<file path="config.mk">
export PLATFORM = sky130hd
export DESIGN_NAME = upd_cycle_ctl
export DESIGN_NICKNAME = d
export VERILOG_FILES = /design/src/rtl/upd_cycle_ctl.sv
export SDC_FILE = /design/constraint.sdc
export NUM_CORES = 1
export LEC_CHECK = 0
export ABC_AREA = 1
export BUFFER_PORTS_ARGS = -buffer_cell sky130_fd_sc_hd__buf_4
export CORE_MARGIN = 2
export CORE_UTILIZATION = 50
export DETAILED_ROUTE_END_ITERATION = 10
export PLACE_DENSITY = 0.8
export SYNTH_ARGS = -nofsm -noshare
export SYNTH_HDL_FRONTEND = slang
export SYNTH_SLANG_ARGS = --single-unit
</file>
<file path="constraint.sdc">
create_clock -name clk -period 2.5 [get_ports clk]
set_clock_uncertainty 0.15 [all_clocks]
set_input_delay 0.5 -clock clk [delete_from_list [all_inputs] [get_ports clk]]
set_output_delay 0.5 -clock clk [all_outputs]
set_load 0.005 [all_outputs]
</file>
<file path="src/rtl/upd_cycle_ctl.sv">
module upd_cycle_ctl #(
  parameter int TICKS_PER_SEC = 32768,
  parameter int UIP_TICKS     = 73
) (
  input  logic       clk,
  input  logic       rst_n,
  input  logic       tick,
  input  logic       div_wr,
  input  logic [2:0] div_val,
  input  logic       set_wr,
  input  logic       set_val,
  input  logic       uie_wr,
  input  logic       uie_val,
  input  logic       stat_rd,
  output logic       uip,
  output logic       uf,
  output logic       irq,
  output logic       uie,
  output logic       set_mode,
  output logic       div_rst,
  output logic       adv
);

  localparam int PW = $clog2(TICKS_PER_SEC);
  localparam logic [PW-1:0] LAST = PW'(TICKS_PER_SEC - 1);
  localparam logic [PW-1:0] WIN  = PW'(TICKS_PER_SEC - UIP_TICKS);
  localparam logic [PW-1:0] HALF = PW'(TICKS_PER_SEC / 2);

  logic [PW-1:0] ph, ph_nx;

  wire div_enter  = div_wr && (div_val[2:1] == 2'b11);
  wire div_leave  = div_wr && (div_val == 3'b010) && div_rst;
  wire div_rst_nx = div_enter ? 1'b1 : (div_leave ? 1'b0 : div_rst);
  wire set_on     = set_wr && set_val;
  wire set_nx     = set_wr ? set_val : set_mode;
  wire wrap       = tick && (ph == LAST);
  wire upd        = uip && wrap && !set_on && !div_enter;
  wire uie_nx     = set_on ? 1'b0 : (uie_wr ? uie_val : uie);
  wire uip_nx     = !div_rst_nx && !set_nx && (ph_nx >= WIN);
  wire uf_nx      = upd || (uf && !stat_rd);
  wire irq_nx     = (upd && uie_nx) ||
                    (uf && !stat_rd && uie_nx && !uie) ||
                    (irq && !stat_rd);

  always_comb begin
    if (div_rst_nx)     ph_nx = '0;
    else if (div_leave) ph_nx = HALF;
    else if (wrap)      ph_nx = '0;
    else if (tick)      ph_nx = ph + 1'b1;
    else                ph_nx = ph;
  end

  always_ff @(posedge clk) begin
    if (!rst_n) begin
      ph       <= '0;
      div_rst  <= 1'b0;
      set_mode <= 1'b0;
      uie      <= 1'b0;
      uip      <= 1'b0;
      uf       <= 1'b0;
      irq      <= 1'b0;
      adv      <= 1'b0;
    end else begin
      ph       <= ph_nx;
      div_rst  <= div_rst_nx;
      set_mode <= set_nx;
      uie      <= uie_nx;
      uip      <= uip_nx;
      uf       <= uf_nx;
      irq      <= irq_nx;
      adv      <= upd;
    end
  end

  a_r2_uf_on_uip_fall: assert property (@(posedge clk) disable iff (!rst_n)
    $rose(uf) |-> $fell(uip));
  a_r2_adv_single: assert property (@(posedge clk) disable iff (!rst_n)
    adv |=> !adv);
  a_r5_div_rst_quiet: assert property (@(posedge clk) disable iff (!rst_n)
    div_rst |-> (!uip && !adv));
  a_r6_set_quiet: assert property (@(posedge clk) disable iff (!rst_n)
    set_mode |-> (!uip && !adv));
  a_r7_set_clears_uie: assert property (@(posedge clk) disable iff (!rst_n)
    (set_wr && set_val) |=> (!uie && !uip));
  a_r8_irq_needs_uf: assert property (@(posedge clk) disable iff (!rst_n)
    $rose(irq) |-> uf);
  a_r3_read_clears: assert property (@(posedge clk) disable iff (!rst_n)
    (stat_rd && !(uip && tick)) |=> (!uf && !irq));

endmodule

</file>
==> results of run 1 <==
critical path: stages (launching register included):
cell	delay, ns
dfxtp_1	0.38
ha_1	0.23
inv_1	0.11
nor2_4	0.06
nand2_4	0.12
inv_1	0.07
nand2_1	0.06
nand3_1	0.16
nor2_1	0.14
nand2_1	0.06
nor2_1	0.08
nand3_1	0.08
nor2_1	0.08
report_power, final:
part	total, mW	switching, mW	internal (mW)
combinational	0.0595	0.0327	0.0268
sequential	0.361	0.00534	0.356
clock	0.167	0.110	0.0565
total	0.588	0.148	0.439
cell type report:
| cell class | instances | area, um^2 |
|---|---|---|
| Inverter | 29 | 109 |
| Sequential cell | 22 | 440 |
| Fill cell | 225 | 983 |
| Timing Repair Buffer | 18 | 135 |
| Tap cell | 30 | 37.5 |
| Clock buffer | 3 | 22.5 |
| Multi-Input combinational cell | 131 | 704 |
how the worst max path moves through the flow:
stage | from | end | slack [ns] | depth (start not counted)
after floorplan | tick | uip$_SDFF_PN0_ | 0.85 | 10
after global placement | div_val[0] | uip$_SDFF_PN0_ | 0.68 | 9
after detailed placement | div_val[0] | uip$_SDFF_PN0_ | 0.65 | 11
after CTS | ph[0]$_SDFF_PN0_ | uip$_SDFF_PN0_ | 0.67 | 12
after global routing | ph[0]$_SDFF_PN0_ | uip$_SDFF_PN0_ | 0.43 | 12
final | ph[0]$_SDFF_PN0_ | uip$_SDFF_PN0_ | 0.69 | 12
routing by layer:
metal / vias up / track usage [%]
met4: 0 / 7.08
li1: 613 / -
met2: 18 / 33.5
met1: 532 / 28.0
met3: 4 / 3.28
met5: - / 0
layout by cell type (no fill, tap or decap):
cell,instances
nor3_1,3
o21ai_0,4
nor3_4,1
nand2_4,2
xor2_1,2
a21boi_0,1
buf_4,18
nor4_1,2
nand3_1,9
nor2_2,1
xnor2_1,4
nor2_4,7
a21oi_1,7
nand2_2,6
clkinv_1,1
and3_1,1
o21bai_1,1
clkbuf_4,3
nor2_1,28
dfxtp_1,22
ha_1,1
nand4_1,4
nand3_2,2
a32o_1,1
nand3b_1,1
nand2_1,43
inv_1,28
per-stage QoR:
stage | utilization (%) | setup slack (ns) | instance area, um^2 | hold WS (ns)
floorplan | - | 0.849 | 1260 | 0.326
global placement | 58.6 | 0.684 | 1430 | 0.325
detailed placement | 58.6 | 0.646 | 1430 | 0.333
CTS | 59.6 | 0.667 | 1450 | 0.301
global route | 59.6 | 0.434 | 1450 | 0.317
finish | 59.6 | 0.688 | 1450 | 0.303
cell families after synthesis:
family                     after synthesis
DFF                                     22
buffers and inverters                   30
adders and majority gates                1
AOI/OAI and AO/OA                       14
and+or+nand+nor                        110
xor gates and xnor gates                 6
sequential cells by signal (all words and copies together), names as in the netlist:
signal	flops
uip	1
uf	1
uie	1
div_rst	1
adv	1
irq	1
ph	15
set_mode	1
==> flow_metrics.env, run 1 <==
export IMPL_finalPower_mw=0.588
export IMPL_min_from="rst_n"
export IMPL_synth_top_area_cell="dfxtp_1"
export IMPL_synth_seq_cells=22
export IMPL_synth_fa_ha_area_share_pct=0.989
export IMPL_finalCritPeriodShare_pct=72.5
export IMPL_dieHeight_um=54.3
export IMPL_path_class="register to register"
export IMPL_critPathLaunchType="register"
export IMPL_portBuffers=18
export IMPL_top_layer="met4"
export IMPL_clock_sinks=22
export IMPL_clkTransAtPathRegs_ns=0.13
export IMPL_synthTopCellsByArea="dfxtp_1 35%, nand2_1 13%, inv_1 8.3%"
export IMPL_root_buffer="clkbuf_4"
export IMPL_rsz0062_at_grt="no"
export IMPL_ios=19
export IMPL_cts_tree="yes"
export IMPL_grt_max_degree=12
export IMPL_ff2ff_setup_slack_ns=0.69
export IMPL_status="completed"
export IMPL_max_freq_mhz=552
export IMPL_grt_antenna_before_repair=0
export IMPL_relSlewSlack_pct=77.4
export IMPL_reg2reg_from="ph[0]$_SDFF_PN0_"
export IMPL_synth_commonest_cells="43 x nand2_1, 28 x inv_1, 28 x nor2_1, 22 x dfxtp_1, 9 x nand3_1"
export IMPL_first_iter_violations=26
export IMPL_initial_core_util_pct=52.0
export IMPL_timing_rr_end="uip$_SDFF_PN0_"
export IMPL_synth_simple_area_share_pct=44.2
export IMPL_area_growth_pct=14.5
export IMPL_dr_pass1_iters=4
export IMPL_slew_viol_final=0
export IMPL_synthXorXnorAreaFrac_pct=4.15
export IMPL_critPathCaptureType="register"
export IMPL_dieArea_um2=2950
export IMPL_rows=18
export IMPL_synthCells=183
export IMPL_synth_edf_count=0
export IMPL_p_leak_nw=0.654
export IMPL_yosysSeqAreaShare_pct=34.8
export IMPL_cts_made_buffers=3
export IMPL_syn_area_per_cell_um2=6.91
export IMPL_synth_area_um2=1260
export IMPL_wl_per_cell_um=11.7
export IMPL_yosysUniqueCellTypes=26
export IMPL_grt_total_usage_pct=20.8
export IMPL_met2WireLength_mm=1.34
export IMPL_ys_warn_count=0
export IMPL_drive_above_1_share_pct=19.7
export IMPL_placed_cells=230
export IMPL_h_tree_depth=1
export IMPL_cts_resized=0
export IMPL_dp_hpwl_mm=2.20
export IMPL_finalHoldViolCount=0
export IMPL_synth_compound_area_share_pct=6.33
export IMPL_routed_wl_mm=2.73
export IMPL_fin_crit_ns=1.81
export IMPL_wl_met1_mm=1.28
export IMPL_fin_cells=233
export IMPL_synthFlopType="dfxtp_1"
export IMPL_ir_drop_v=0.000251
export IMPL_synth_top_family_by_area="simple AND/OR/NAND/NOR gates"
export IMPL_coreArea_um2=2430
export IMPL_hold_end="ph[5]$_SDFF_PN0_"
export IMPL_cp_arrival_ns=1.93
export IMPL_ys_async_sr_fraction_pct=0
export IMPL_grt_ovfl_total=0
export IMPL_drc=0
export IMPL_grt_pass1_wl_mm=4.51
export IMPL_diodes=0
export IMPL_maxCapViolCount=0
export IMPL_fin_nets=218
export IMPL_r2r_cells=12
export IMPL_yosysMostFrequentCell="nand2_1"
export IMPL_min_path_type="primary input to register"
export IMPL_wl_met3_um=80
export IMPL_clk_path_buf_depth=2
export IMPL_worstSkewPairLatency_ns=0.32
export IMPL_setup_viol=0
export IMPL_post_cts_buffers=0
export IMPL_synth_top_area_share_pct=34.8
export IMPL_die_x_um=54.3
export IMPL_ant_nets=0
export IMPL_syn_num_nets=196
export IMPL_power_density_nw_per_um2=406
export IMPL_worst_hold_path_num_cells=3
export IMPL_cts_hold_buffers_added=0
export IMPL_worst_pin_slew_ns=0.337
export IMPL_grt_pass1_vias=1068
export IMPL_crit_fanout=5
export IMPL_final_setup_tns_ns=0
export IMPL_synth_mux_area_share_pct=0
export IMPL_required_ns=2.62
export IMPL_vias=1167
export IMPL_viasPerCell=5.01
export IMPL_place_congestion=0.834
No activity file was read; power rests on OpenSTA's default activity.
==> run 2: changes to the inputs <==
==> constraint.sdc (replaced) <==
create_clock -name clk -period 1.8 [get_ports clk]
set_clock_uncertainty 0.15 [all_clocks]
set_input_delay 0.36 -clock clk [delete_from_list [all_inputs] [get_ports clk]]
set_output_delay 0.36 -clock clk [all_outputs]
set_load 0.005 [all_outputs]
==> flow_metrics.env, run 2 (synthesized netlist as in run 1, its figures left out) <==
export IMPL_status="completed"
export IMPL_grt_max_degree=13
export IMPL_wl_per_cell_um=12.5
export IMPL_maxCapViolCount=0
export IMPL_cts_made_buffers=3
export IMPL_rows=18
export IMPL_fin_crit_ns=1.76
export IMPL_h_tree_depth=1
export IMPL_setup_viol=0
export IMPL_layout_commonest_cell="nand2_1"
export IMPL_finalHoldViolCount=0
export IMPL_r2r_cells=10
export IMPL_worst_pin_slew_ns=0.344
export IMPL_fillers=213
export IMPL_cp_arrival_ns=1.87
export IMPL_finalCritPeriodShare_pct=97.8
export IMPL_slew_viol_final=0
export IMPL_routed_wl_mm=3.00
export IMPL_critPathMostFrequentCell="nand2_1"
export IMPL_required_ns=1.91
export IMPL_grt_pass1_vias=1059
export IMPL_critPathCaptureType="register"
export IMPL_final_core_util_pct=63.6
export IMPL_coreArea_um2=2430
export IMPL_clock_sinks=22
export IMPL_clkTransAtPathRegs_ns=0.13
export IMPL_ios=19
export IMPL_max_freq_mhz=568
export IMPL_cp_slowest_cell="dfxtp_1"
export IMPL_relSlewSlack_pct=76.8
export IMPL_area_growth_pct=22.3
export IMPL_most_common_layout_cells="43 x nand2_1, 27 x inv_1, 26 x nor2_1"
export IMPL_path_class="register to register"
export IMPL_dieArea_um2=2950
export IMPL_fin_nets=224
export IMPL_seq_area_um2=445
export IMPL_drc=0
export IMPL_root_buffer="clkbuf_4"
export IMPL_ff2ff_setup_slack_ns=0.04
export IMPL_drive_above_1_share_pct=27.6
export IMPL_grt_total_usage_pct=22.0
export IMPL_ant_nets=0
export IMPL_placed_cells=231
export IMPL_viasPerCell=5.20
export IMPL_ir_drop_v=0.000459
export IMPL_crit_fanout=7
export IMPL_regMostFlops="ph"
export IMPL_grt_ovfl_total=0
export IMPL_multi_input_area_um2=736
export IMPL_portBuffers=18
export IMPL_worstSkewPairLatency_ns=0.31
export IMPL_first_iter_violations=44
export IMPL_crit_chain="nand2_1, nor2_4, nand3_2, nand2_1, nand2_1, nor2_1, nand2_1, nor2_1, nand3_1, nor2_2"
export IMPL_grt_pass1_wl_mm=4.63
export IMPL_cts_hold_buffers_added=0
export IMPL_rsz0062_at_grt="yes"
export IMPL_dp_slack_ns=0.0311
export IMPL_vias=1249
export IMPL_diodes=0
export IMPL_dr_pass1_iters=4
export IMPL_cts_tree="yes"
export IMPL_die_x_um=54.3
export IMPL_place_congestion=0.832
export IMPL_initial_core_util_pct=52.0
export IMPL_worst_hold_path_num_cells=3
export IMPL_max_stage_delay_ns=0.42
export IMPL_setup_ws_ns=0.0400
export IMPL_finalPower_mw=0.884
export IMPL_dp_hpwl_mm=2.16
export IMPL_power_density_nw_per_um2=572
export IMPL_fin_cells=240
export IMPL_dieHeight_um=54.3
export IMPL_largest_reg_flops=15
export IMPL_grt_antenna_before_repair=0
export IMPL_clk_path_buf_depth=2
export IMPL_min_path_type="primary input to register"
export IMPL_p_leak_nw=0.700
export IMPL_critPathLaunchType="register"
==> run 2: through the flow <==
stage	instance area, um^2	hold WS (ns)	TNS, ns
2_1_floorplan	1260	0.326	0
3_3_place_gp	1430	0.325	0
3_5_place_dp	1430	0.333	0
4_1_cts	1480	0.159	0
5_1_grt	1550	0.156	-0.0667
6_report	1550	0.156	0
==> run 2: worst max-delay path: cells and delay by family (launching register included) <==
family           cells  cell delay, ns
DFF                  1            0.42
and+or+nand+nor     10            1.15
==> run 2: power by group <==
group | internal [mW] | leakage (nW) | total [mW] | switching [mW]
sequential | 0.495 | 0.180 | 0.502 | 0.00697
combinational | 0.0470 | 0.500 | 0.0983 | 0.0513
clock | 0.124 | 0.0210 | 0.284 | 0.160
==> run 2: repair_timing <==
item	CTS	global route
gates cloned	0	0
endpoints found under the setup margin	1	4
pin swaps	0	7
gates resized for setup	1	14
buffers inserted	0	5
hold endpoints to repair	0	0
==> run 2: metal layers <==
metal  wire (um)  track usage (%)  up-vias
li1            -                -      625
met3         156             3.83       15
met2        1460             36.1       33
met5           0                0        -
met1        1290             28.2      576
met4          99             9.58        0
==> run 2: worst paths after layout <==
check	endpoint	start
max	uip$_SDFF_PN0_	ph[2]$_SDFF_PN0_
min	ph[5]$_SDFF_PN0_	rst_n
max reg2reg	uip$_SDFF_PN0_	ph[2]$_SDFF_PN0_
min reg2reg	uf$_SDFF_PN0_	uf$_SDFF_PN0_
==> run 2: area by class of cell <==
class                   instances  share of cell area, %
repair buffers                 24                   11.7
multi-input cells             131                   47.6
inverters                      29                   7.20
flip-flops and latches         22                   28.8
well taps                      30                   2.43
clock buffers                   4                   2.35
==> run 3: changes to the inputs <==
--- a/config.mk
+++ b/config.mk
@@ -10,7 +10,7 @@
 export CORE_MARGIN = 2
 export CORE_UTILIZATION = 50
 export DETAILED_ROUTE_END_ITERATION = 10
-export PLACE_DENSITY = 0.8
+export PLACE_DENSITY = 0.74
 export SYNTH_ARGS = -nofsm -noshare
 export SYNTH_HDL_FRONTEND = slang
 export SYNTH_SLANG_ARGS = --single-unit
==> flow_metrics.env, run 3 (synthesized netlist as in run 1, its figures left out) <==
export IMPL_status="completed"
export IMPL_regMostFlops="ph"
export IMPL_dp_hpwl_mm=2.11
export IMPL_final_setup_tns_ns=0
export IMPL_diodes=0
export IMPL_ff2ff_setup_slack_ns=0.12
export IMPL_max_freq_mhz=596
export IMPL_cts_made_buffers=3
export IMPL_dr_pass1_iters=6
export IMPL_grt_antenna_before_repair=0
export IMPL_grt_ovfl_total=0
export IMPL_critPathCaptureType="register"
export IMPL_crit_fanout=3
export IMPL_timing_rr_end="uip$_SDFF_PN0_"
export IMPL_cts_hold_buffers_added=0
export IMPL_reg2reg_from="ph[1]$_SDFF_PN0_"
export IMPL_relSlewSlack_pct=77.8
export IMPL_path_class="register to register"
export IMPL_fin_nets=220
export IMPL_fillers=235
export IMPL_drive_above_1_share_pct=25.2
export IMPL_vias=1190
export IMPL_wl_per_cell_um=11.3
export IMPL_ant_nets=0
export IMPL_place_congestion=0.841
export IMPL_portBuffers=18
export IMPL_ir_drop_v=0.000475
export IMPL_slew_viol_final=0
export IMPL_dieHeight_um=54.3
export IMPL_rsz0062_at_grt="no"
export IMPL_grt_total_usage_pct=20.9
export IMPL_h_tree_depth=1
export IMPL_finalCritPeriodShare_pct=93.2
export IMPL_cp_arrival_ns=1.79
export IMPL_drc=0
export IMPL_largest_reg_flops=15
export IMPL_r2r_cells=9
export IMPL_setup_viol=0
export IMPL_required_ns=1.91
export IMPL_root_buffer="clkbuf_4"
export IMPL_worst_pin_slew_ns=0.329
export IMPL_p_leak_nw=0.678
export IMPL_layout_commonest_cell="nand2_1"
export IMPL_grt_max_degree=13
export IMPL_most_common_layout_cells="42 x nand2_1, 27 x inv_1, 25 x nor2_1"
export IMPL_maxCapViolCount=0
export IMPL_routed_wl_mm=2.66
export IMPL_die_x_um=54.3
export IMPL_final_core_util_pct=61.9
export IMPL_cts_tree="yes"
export IMPL_critPathLaunchType="register"
export IMPL_grt_pass1_vias=1045
export IMPL_min_path_type="primary input to register"
export IMPL_area_growth_pct=19.0
export IMPL_clkTransAtPathRegs_ns=0.13
export IMPL_crit_start="ph[1]$_SDFF_PN0_"
export IMPL_viasPerCell=5.04
export IMPL_clock_sinks=22
export IMPL_worstSkewPairLatency_ns=0.31
export IMPL_ios=19
export IMPL_grt_pass1_wl_mm=4.56
export IMPL_rows=18
export IMPL_dieArea_um2=2950
export IMPL_first_iter_violations=22
export IMPL_finalHoldViolCount=0
export IMPL_fin_crit_ns=1.68
export IMPL_initial_core_util_pct=52.0
export IMPL_coreArea_um2=2430
export IMPL_critPathCapture="uip$_SDFF_PN0_"
export IMPL_power_density_nw_per_um2=580
export IMPL_clk_path_buf_depth=2
## run 3: power by group
part	total, mW	internal [mW]	switching (mW)
logic	0.0929	0.0427	0.0502
clock network	0.280	0.124	0.156
registers	0.500	0.495	0.00491
total	0.873	0.662	0.212
## run 3: timing repair
item / 4_1_cts / 5_1_grt
setup buffers: 0 / 1
setup endpoints to repair: 1 / 3
endpoints found under the hold margin: 0 / 0
pin swaps: 0 / 1
resized for setup: 2 / 9
## run 3: critical path, cell delays in order, from the launching register on
cell and delay [ns]:
dfxtp_2 0.36, ha_2 0.18, nand3_1 0.15, nor2_2 0.16, nand3_1 0.14, nand2_1 0.12
nand3_1 0.08, nor2_2 0.10, nand3_1 0.09, nor2_1 0.09
## run 3: how the worst min path moves through the flow
| stage | slack [ns] | to | startpoint | cells past startpoint |
|---|---|---|---|---|
| floorplan | 0.33 | uf$_SDFF_PN0_ | uf$_SDFF_PN0_ | 2 |
| global placement | 0.33 | uf$_SDFF_PN0_ | uf$_SDFF_PN0_ | 2 |
| detailed placement | 0.33 | uf$_SDFF_PN0_ | uf$_SDFF_PN0_ | 2 |
| CTS | 0.15 | ph[5]$_SDFF_PN0_ | rst_n | 3 |
| global route | 0.17 | ph[5]$_SDFF_PN0_ | rst_n | 3 |
| finish | 0.15 | ph[5]$_SDFF_PN0_ | rst_n | 3 |
## run 3: routing by layer
layer	vias up	GRT usage [%]	part of all wire (%)
li1	620	-	-
met1	549	29.8	47
met2	19	33.3	49
met3	2	3.28	3.4
met4	0	3.75	0.71
met5	-	0	0
## run 3: final cells by class
cell class	count	area [um^2]	share of cell area, %
clock buffers	4	36.3	2.41
inverters	29	109	7.23
multi-input cells	131	729	48.5
flip-flops and latches	22	443	29.4
well taps	30	37.5	2.49
repair buffers	20	150	9.98
## run 3: per-stage QoR
step	cell area [um^2]	power [mW]	hold WS (ns)	worst slack, ns	instances
after floorplan	1260	0.559	0.326	0.200	183
after global placement	1430	0.596	0.328	0.0642	231
after detailed placement	1430	0.599	0.333	0.0266	231
after CTS	1480	0.867	0.151	0.0603	235
after global routing	1510	0.908	0.167	0.00817	236
final	1510	0.873	0.151	0.122	236
